### src/rtl/prc_pkg.sv
package prc_pkg;
  typedef enum logic [1:0] {
    HS_IDLE  = 2'd0,
    HS_RESET = 2'd1,
    HS_LOAD  = 2'd2,
    HS_DRAIN = 2'd3
  } hstate_e;

  localparam logic [2:0] A_HDR  = 3'd0;
  localparam logic [2:0] A_CTRL = 3'd1;
  localparam logic [2:0] A_STAT = 3'd2;
  localparam logic [2:0] A_ERR  = 3'd3;
  localparam logic [2:0] A_DATA = 3'd4;

  localparam int C_RST    = 0;
  localparam int C_ACK    = 1;
  localparam int C_START  = 8;
  localparam int C_PUSH   = 9;
  localparam int C_REG_LO = 16;

  localparam int S_ERRF   = 2;
  localparam int S_CRD_LO = 16;
endpackage

### src/rtl/prc_word_fifo.sv
module prc_word_fifo #(
  parameter int DEPTH = 16,
  parameter int W     = 32,
  localparam int AW   = (DEPTH > 1) ? $clog2(DEPTH) : 1,
  localparam int CW   = $clog2(DEPTH + 1)
) (
  input  logic          clk,
  input  logic          rst_n,
  input  logic          flush,
  input  logic          push,
  input  logic [W-1:0]  wdata,
  input  logic          pop,
  output logic [W-1:0]  rdata,
  output logic          empty,
  output logic [CW-1:0] count
);
  logic [W-1:0]  mem [DEPTH];
  logic [AW-1:0] wptr_q, wptr_d, rptr_q, rptr_d;
  logic [CW-1:0] cnt_q, cnt_d;

  function automatic logic [AW-1:0] step(input logic [AW-1:0] p);
    return (p == AW'(DEPTH - 1)) ? '0 : p + 1'b1;
  endfunction

  always_comb begin
    wptr_d = wptr_q;
    rptr_d = rptr_q;
    cnt_d  = cnt_q;
    if (flush) begin
      wptr_d = '0;
      rptr_d = '0;
      cnt_d  = '0;
    end else begin
      if (push) wptr_d = step(wptr_q);
      if (pop)  rptr_d = step(rptr_q);
      case ({push, pop})
        2'b10:   cnt_d = cnt_q + 1'b1;
        2'b01:   cnt_d = cnt_q - 1'b1;
        default: cnt_d = cnt_q;
      endcase
    end
  end

  always_ff @(posedge clk or negedge rst_n) begin
    if (!rst_n) begin
      wptr_q <= '0;
      rptr_q <= '0;
      cnt_q  <= '0;
    end else begin
      wptr_q <= wptr_d;
      rptr_q <= rptr_d;
      cnt_q  <= cnt_d;
    end
  end

  always_ff @(posedge clk) begin
    if (push && !flush) mem[wptr_q] <= wdata;
  end

  assign rdata = mem[rptr_q];
  assign empty = (cnt_q == '0);
  assign count = cnt_q;
endmodule

### src/rtl/prc_err_log.sv
module prc_err_log #(
  parameter int EW = 4
) (
  input  logic          clk,
  input  logic          rst_n,
  input  logic [EW-1:0] set_vec,
  input  logic [EW-1:0] clr_vec,
  output logic [EW-1:0] err_q
);
  logic [EW-1:0] err_d;

  always_comb err_d = (err_q & ~clr_vec) | set_vec;

  always_ff @(posedge clk or negedge rst_n) begin
    if (!rst_n) err_q <= '0;
    else        err_q <= err_d;
  end
endmodule

### src/rtl/prc_seq.sv
module prc_seq
  import prc_pkg::*;
#(
  parameter int REGION_W = 4
) (
  input  logic                clk,
  input  logic                rst_n,
  input  logic                ctrl_wr,
  input  logic                wr_rst,
  input  logic                wr_start,
  input  logic                wr_push,
  input  logic [REGION_W-1:0] wr_region,
  input  logic                fifo_empty,
  input  logic                snk_finish,
  output hstate_e             state_q,
  output logic [REGION_W-1:0] region_q,
  output logic                rst_req_q,
  output logic                ack_q,
  output logic                flush,
  output logic                finish_ok
);
  hstate_e             state_d;
  logic [REGION_W-1:0] region_d;
  logic                rst_req_d;

  assign flush     = ctrl_wr && wr_rst;
  assign finish_ok = (state_q == HS_DRAIN) && fifo_empty && snk_finish;

  always_comb begin
    state_d   = state_q;
    region_d  = region_q;
    rst_req_d = ctrl_wr ? wr_rst : rst_req_q;
    if (flush) begin
      state_d = HS_RESET;
    end else begin
      case (state_q)
        HS_RESET: if (ctrl_wr) state_d = HS_IDLE;
        HS_IDLE:  if (ctrl_wr && wr_start) begin
                    state_d  = HS_LOAD;
                    region_d = wr_region;
                  end
        HS_LOAD:  if (ctrl_wr && wr_push) state_d = HS_DRAIN;
        HS_DRAIN: if (finish_ok) state_d = HS_IDLE;
        default:  state_d = HS_IDLE;
      endcase
    end
  end

  always_ff @(posedge clk or negedge rst_n) begin
    if (!rst_n) begin
      state_q   <= HS_IDLE;
      region_q  <= '0;
      rst_req_q <= 1'b0;
      ack_q     <= 1'b0;
    end else begin
      state_q   <= state_d;
      region_q  <= region_d;
      rst_req_q <= rst_req_d;
      ack_q     <= rst_req_q;
    end
  end
endmodule

### src/rtl/prc_host.sv
module prc_host
  import prc_pkg::*;
#(
  parameter int DEPTH      = 16,
  parameter int REGION_W   = 4,
  parameter int ERR_CODE_W = 2,
  parameter int REVISION   = 1,
  localparam int EW        = 1 << ERR_CODE_W,
  localparam int CW        = $clog2(DEPTH + 1)
) (
  input  logic                  clk,
  input  logic                  rst_n,
  input  logic                  reg_wr,
  input  logic [2:0]            reg_addr,
  input  logic [63:0]           reg_wdata,
  output logic [63:0]           reg_rdata,
  output logic                  snk_valid,
  input  logic                  snk_ready,
  output logic [31:0]           snk_data,
  output logic [REGION_W-1:0]   snk_region,
  output logic                  snk_push_done,
  input  logic                  snk_finish,
  input  logic [ERR_CODE_W-1:0] snk_err_code
);
  hstate_e             state_q;
  logic [REGION_W-1:0] region_q;
  logic                rst_req_q, ack_q, flush, finish_ok;
  logic                ctrl_wr, data_wr, err_wr, loading, has_credit;
  logic                ovf, push, pop, fifo_empty;
  logic [CW-1:0]       fifo_cnt, credit;
  logic [EW-1:0]       set_vec, clr_vec, err_q;

  assign ctrl_wr    = reg_wr && (reg_addr == A_CTRL);
  assign data_wr    = reg_wr && (reg_addr == A_DATA);
  assign err_wr     = reg_wr && (reg_addr == A_ERR);
  assign loading    = (state_q == HS_LOAD);
  assign credit     = CW'(DEPTH) - fifo_cnt;
  assign has_credit = (credit != '0);
  assign ovf        = data_wr && !(loading && has_credit);
  assign push       = data_wr && loading && has_credit && (reg_wdata != '0);
  assign pop        = snk_valid && snk_ready;

  always_comb begin
    set_vec    = '0;
    set_vec[0] = ovf;
    if (finish_ok && (snk_err_code != '0)) set_vec = set_vec | (EW'(1) << snk_err_code);
    clr_vec = err_wr ? reg_wdata[EW-1:0] : '0;
  end

  prc_seq #(.REGION_W(REGION_W)) u_seq (
    .clk(clk), .rst_n(rst_n), .ctrl_wr(ctrl_wr),
    .wr_rst(reg_wdata[C_RST]), .wr_start(reg_wdata[C_START]),
    .wr_push(reg_wdata[C_PUSH]), .wr_region(reg_wdata[C_REG_LO +: REGION_W]),
    .fifo_empty(fifo_empty), .snk_finish(snk_finish),
    .state_q(state_q), .region_q(region_q), .rst_req_q(rst_req_q),
    .ack_q(ack_q), .flush(flush), .finish_ok(finish_ok)
  );

  prc_word_fifo #(.DEPTH(DEPTH), .W(32)) u_fifo (
    .clk(clk), .rst_n(rst_n), .flush(flush), .push(push),
    .wdata(reg_wdata[31:0]), .pop(pop), .rdata(snk_data),
    .empty(fifo_empty), .count(fifo_cnt)
  );

  prc_err_log #(.EW(EW)) u_err (
    .clk(clk), .rst_n(rst_n), .set_vec(set_vec), .clr_vec(clr_vec), .err_q(err_q)
  );

  assign snk_valid     = !fifo_empty;
  assign snk_region    = region_q;
  assign snk_push_done = (state_q == HS_DRAIN) && fifo_empty;

  always_comb begin
    reg_rdata = '0;
    case (reg_addr)
      A_HDR:  reg_rdata[7:0] = 8'(REVISION);
      A_CTRL: begin
        reg_rdata[C_RST]   = rst_req_q;
        reg_rdata[C_ACK]   = ack_q;
        reg_rdata[C_START] = (state_q == HS_LOAD) || (state_q == HS_DRAIN);
        reg_rdata[C_PUSH]  = (state_q == HS_DRAIN);
        reg_rdata[C_REG_LO +: REGION_W] = region_q;
      end
      A_STAT: begin
        reg_rdata[1:0]             = state_q;
        reg_rdata[S_ERRF]          = |err_q;
        reg_rdata[S_CRD_LO +: CW]  = credit;
      end
      A_ERR:  reg_rdata[EW-1:0] = err_q;
      default: reg_rdata = '0;
    endcase
  end
endmodule

### config.mk
export PLATFORM = sky130hd
export DESIGN_NAME = prc_host
export DESIGN_NICKNAME = d
export VERILOG_FILES = /design/src/rtl/prc_pkg.sv /design/src/rtl/prc_word_fifo.sv /design/src/rtl/prc_err_log.sv /design/src/rtl/prc_seq.sv /design/src/rtl/prc_host.sv
export SDC_FILE = /design/constraint.sdc
export NUM_CORES = 1
export LEC_CHECK = 0
export BUFFER_PORTS_ARGS = -buffer_cell sky130_fd_sc_hd__buf_2
export CELL_PAD_IN_SITES_DETAIL_PLACEMENT = 0
export CELL_PAD_IN_SITES_GLOBAL_PLACEMENT = 1
export CORE_AREA = 2 2 210 212
export CTS_CLUSTER_DIAMETER = 150
export DETAILED_ROUTE_END_ITERATION = 10
export DIE_AREA = 0 0 212 214
export GPL_ROUTABILITY_DRIVEN = 0
export GPL_TIMING_DRIVEN = 0
export PLACE_DENSITY = 0.78
export SETUP_SLACK_MARGIN = 0.4
export SLEW_MARGIN = 30
export SYNTH_ARGS = -nofsm -noshare
export SYNTH_HDL_FRONTEND = slang
export SYNTH_SLANG_ARGS = --single-unit
### constraint.sdc
create_clock -name clk -period 5.5 [get_ports clk]
set_input_delay 0.275 -clock clk [delete_from_list [all_inputs] [get_ports clk]]
set_output_delay 0.275 -clock clk [all_outputs]
set_load 0.01 [all_outputs]
==> key figures <==
Outcome
  – Status: completed

Layout
  – Area grow syn2layout: 16.9%
  – Layout Nets: approximately 1,500
  – Fillers: 3,224
  – Area of the multi-input gates: approximately 5300 sq um
  – Layout cells sized above 1: 0.262
  – Antenna Cells: 0
  – Register cell area after layout: 16,000 sq um
  – Finished Layout Cells: 2,076
  – Util after Layout: 0.593

Clock tree
  – CTS Buf Count: 52
  – Clock transition at path regs: 0.06 ns
  – TritonCTS clock tree: built
  – Clock Sinks: roughly 540
  – Max Root-Sink Buffers: 3
  – Clk root buf: clkbuf_16
  – Latest clock arrival within the worst-skew pair: 0.60 ns
  – # H-tree levels: 2
  – Postcts setup bufs: 0

GRT
  – Met3 usage: 0.0446
  – Vias in the first global route: 11,800
  – Largest net degree at the start of global routing: 33
  – GRT Total Usage: 0.232
  – Most crowded layer after global routing: met2
  – GR Overflow Total: 0
  – Initial antenna violation count: 2
  – Grt met2 use: 0.379
  – Grt met1 use: 0.324
  – First-pass GRT wire length: about 76,000 microns

Hold path
  – Type of the most critical hold path: input pin to flop

Timing
  – Worst Clk Skew: around 0.021 ns
  – Setup-failing EPs final: 0
  – Fraction of the cycle the final worst path needs: 0.717
  – Unrepaired setup endpoints after global routing: false
  – Fmax: approximately 0.25 GHz
  – Crit path time final: ~3.9 ns
  – Max_slew headroom: 0.297
  – WHS: around 0.065 ns
  – Endpoints failing hold: 0
  – Pins Over Slew Limit: 0
  – Worst-margin pin slew: around 1.1 ns

Critical path
  – Crit path max fanout: 6
  – CP required: 6.00 ns
  – Worst Setup End Kind: flop
  – Worst path arrival time: between 4 and 5 ns
  – Critical path class: flop to flop
  – CP Launch Type: flop

Place
  – Hpwl dp: 33,400 microns
  – Placed instance count: about 2,000
  – Port buffer count: about 120

Die
  – Total die area: about 45,000 sq um
  – Num rows: 76
  – Initial core utilization: 0.507
  – Core area: ~43,000 sq um
  – Die W: ~210 microns
  – I/O pins: 176
  – Chip height: between 200 and 250 microns

Synth
  – Syn avg cell area: about 18 sq um
  – Predominant post-synthesis flop cell: edfxtp_1
  – Ys async rst share: 0.0466
  – Ys Warns: 0
  – Number of synthesized register bits: between 500 and 600
  – Mapped cell area: 21,700 sq um
  – Post-synth cell types: 52
  – Sequential element share of the synthesized area: 0.736
  – Number of enable flip-flop cells after synthesis: roughly 500
  – Gate Count Post-Synth: roughly 1,200

Pwr
  – Peak VDD IR: approximately 0.24 mV
  – Total power: about 0.012 W
  – P per Cell Area: around 460 nW/um^2
  – P_leak: roughly 9.0 nW

Routing
  – Wirelength per Cell: roughly 25 microns
  – Via-per-instance ratio: just under 6
  – Total wire length: approximately 52,000 microns
  – Post-DRT Antenna Nets: 0
  – Drc violations: 0
  – Pre-antenna DRT Iters: 6
  – Via count: about 12,000
  – Drt initial violations: ~1,300

Job
  – Number of max-cap violations: 0
[stage by stage]
stage | instance area, sq um | setup TNS [ns] | worst slack [ns]
2_1_floorplan | 21900 | 0 | 0.764
3_3_place_gp | 23300 | -224.94 | -2.86
3_5_place_dp | 23700 | 0 | 1.26
4_1_cts | 25400 | 0 | 1.53
5_1_grt | 25400 | 0 | 1.17
6_report | 25400 | 0 | 1.56
[power breakdown]
part / leakage [nW] / switching, W / total, W / internal [W]
registers: 4.92 / 0.0000752 / 0.00463 / 0.00455
clock network: 0.810 / 0.00148 / 0.00350 / 0.00203
logic: 3.23 / 0.00207 / 0.00345 / 0.00138
total: 8.96 / 0.00362 / 0.0116 / 0.00796
[cells by family (layout without fill, tap and decap cells)]
group / Yosys count / count (layout) / synth area share
flip-flops: 537 / 537 / 0.736
other: 1 / 53 / 0.000172
buffers and inverters: 127 / 376 / 0.0334
XOR/XNOR: 5 / 5 / 0.00201
multiplexers: 199 / 199 / 0.129
AND/OR/NAND/NOR: 141 / 141 / 0.0353
adder cells (fa/ha/maj): 12 / 12 / 0.00725
AO/OA/AOI/OAI: 168 / 168 / 0.0572
[synthesized netlist by cell type (2+ instances only)]
library cell	instances	share of area
nand2_1	48	0.0083
nor2b_1	10	0.0029
a32o_1	2	0.00092
buf_1	3	0.00052
nor3b_1	4	0.0014
a22oi_1	37	0.013
buf_2	23	0.0053
and3_1	16	0.0046
or4_1	3	0.0010
o31ai_1	2	0.00069
nor4_1	16	0.0046
mux2_2	5	0.0026
mux4_2	64	0.066
o21ai_0	37	0.0085
buf_6	2	0.0010
a221oi_1	65	0.026
mux2i_1	130	0.060
nor2_1	14	0.0024
a21oi_1	12	0.0028
o211ai_1	2	0.00069
dfrtp_1	25	0.029
nand3_1	3	0.00069
ha_1	11	0.0063
edfxtp_1	512	0.71
nand2b_1	2	0.00058
nor3_1	8	0.0018
and2_1	4	0.0012
xnor2_1	2	0.00081
nand4_1	5	0.0014
a311oi_1	2	0.00081
inv_1	13	0.0022
clkbuf_1	30	0.0052
buf_4	55	0.019
a311o_1	2	0.00092
o31ai_2	2	0.0012
xor2_1	3	0.0012
[final cells by class]
cell class / instances / share of cell area
sequential: 537 / 0.630
multi-input combinational: 578 / 0.208
clock buffer: 70 / 0.0555
timing repair buffer: 152 / 0.0395
tap: 585 / 0.0288
buffer: 113 / 0.0266
clock inverter: 27 / 0.00985
inverter: 14 / 0.00207
[layout by cell type, fill, tap and decap left out, types with 11 or more instances in the layout]
| cell type | synthesis | routed |
|---|---|---|
| dfrtp_1 | 25 | 25 |
| o21ai_0 | 37 | 37 |
| mux4_2 | 64 | 64 |
| nor2_1 | 14 | 14 |
| ha_1 | 11 | 11 |
| clkinv_1 | 0 | 14 |
| clkbuf_1 | 30 | 44 |
| a221oi_1 | 65 | 65 |
| clkbuf_16 | 0 | 53 |
| buf_2 | 23 | 144 |
| mux2i_1 | 130 | 130 |
| edfxtp_1 | 512 | 512 |
| buf_4 | 55 | 72 |
| nor4_1 | 16 | 15 |
| conb_1 | 1 | 53 |
| a22oi_1 | 37 | 37 |
| a21oi_1 | 12 | 12 |
| nand2_1 | 48 | 48 |
| inv_1 | 13 | 13 |
[registers in the layout (all words and copies together) (netlist names)]
| name | count |
|---|---|
| u_seq.state_q | 2 |
| u_fifo.mem | 512 |
| u_seq.ack_q | 1 |
| u_fifo.rptr_q | 4 |
| u_seq.rst_req_q | 1 |
| u_seq.region_q | 4 |
| u_fifo.wptr_q | 4 |
| u_err.err_q | 4 |
| u_fifo.count | 5 |
[routing by layer]
layer	routed length (microns)	vias to the layer above	part of all wire
met5	11	-	0.00021
met4	884	2	0.017
met3	4180	67	0.080
met2	25800	534	0.49
met1	21500	6189	0.41
li1	-	5274	-
[final timing paths]
check | startpoint | endpoint | slack [ns] | cells past startpoint
min reg2reg | u_seq.rst_req_q | u_seq.ack_q | 0.40 | 0
max reg2reg | u_fifo.count[0] | u_fifo.count[4] | 1.56 | 15
max in group asynchronous | rst_n | u_fifo.rptr_q[2] | 4.83 | 2
max | u_fifo.count[0] | u_fifo.count[4] | 1.56 | 15
min | reg_wdata[31] | u_fifo.mem[3][31] | 0.07 | 1
min in group asynchronous | rst_n | u_seq.region_q[1] | 0.25 | 2
[what timing repair did]
action	in CTS	in global routing
resized for setup	0	0
hold buffers	4	0
hold endpoints to repair	28	0
endpoints found under the setup margin	0	0
[critical path, stage by stage, from the launching register on]
cell,delay (ns)
dfrtp_1,0.43
inv_1,0.12
ha_1,0.18
nor2b_1,0.31
nor2b_1,0.19
ha_1,0.28
a311o_1,0.35
nor2_2,0.27
inv_2,0.09
ha_1,0.26
ha_1,0.32
nor2b_1,0.15
o21ai_0,0.19
a21oi_1,0.11
or4_1,0.47
a21oi_1,0.15
Power figures use the tool's default switching activity.
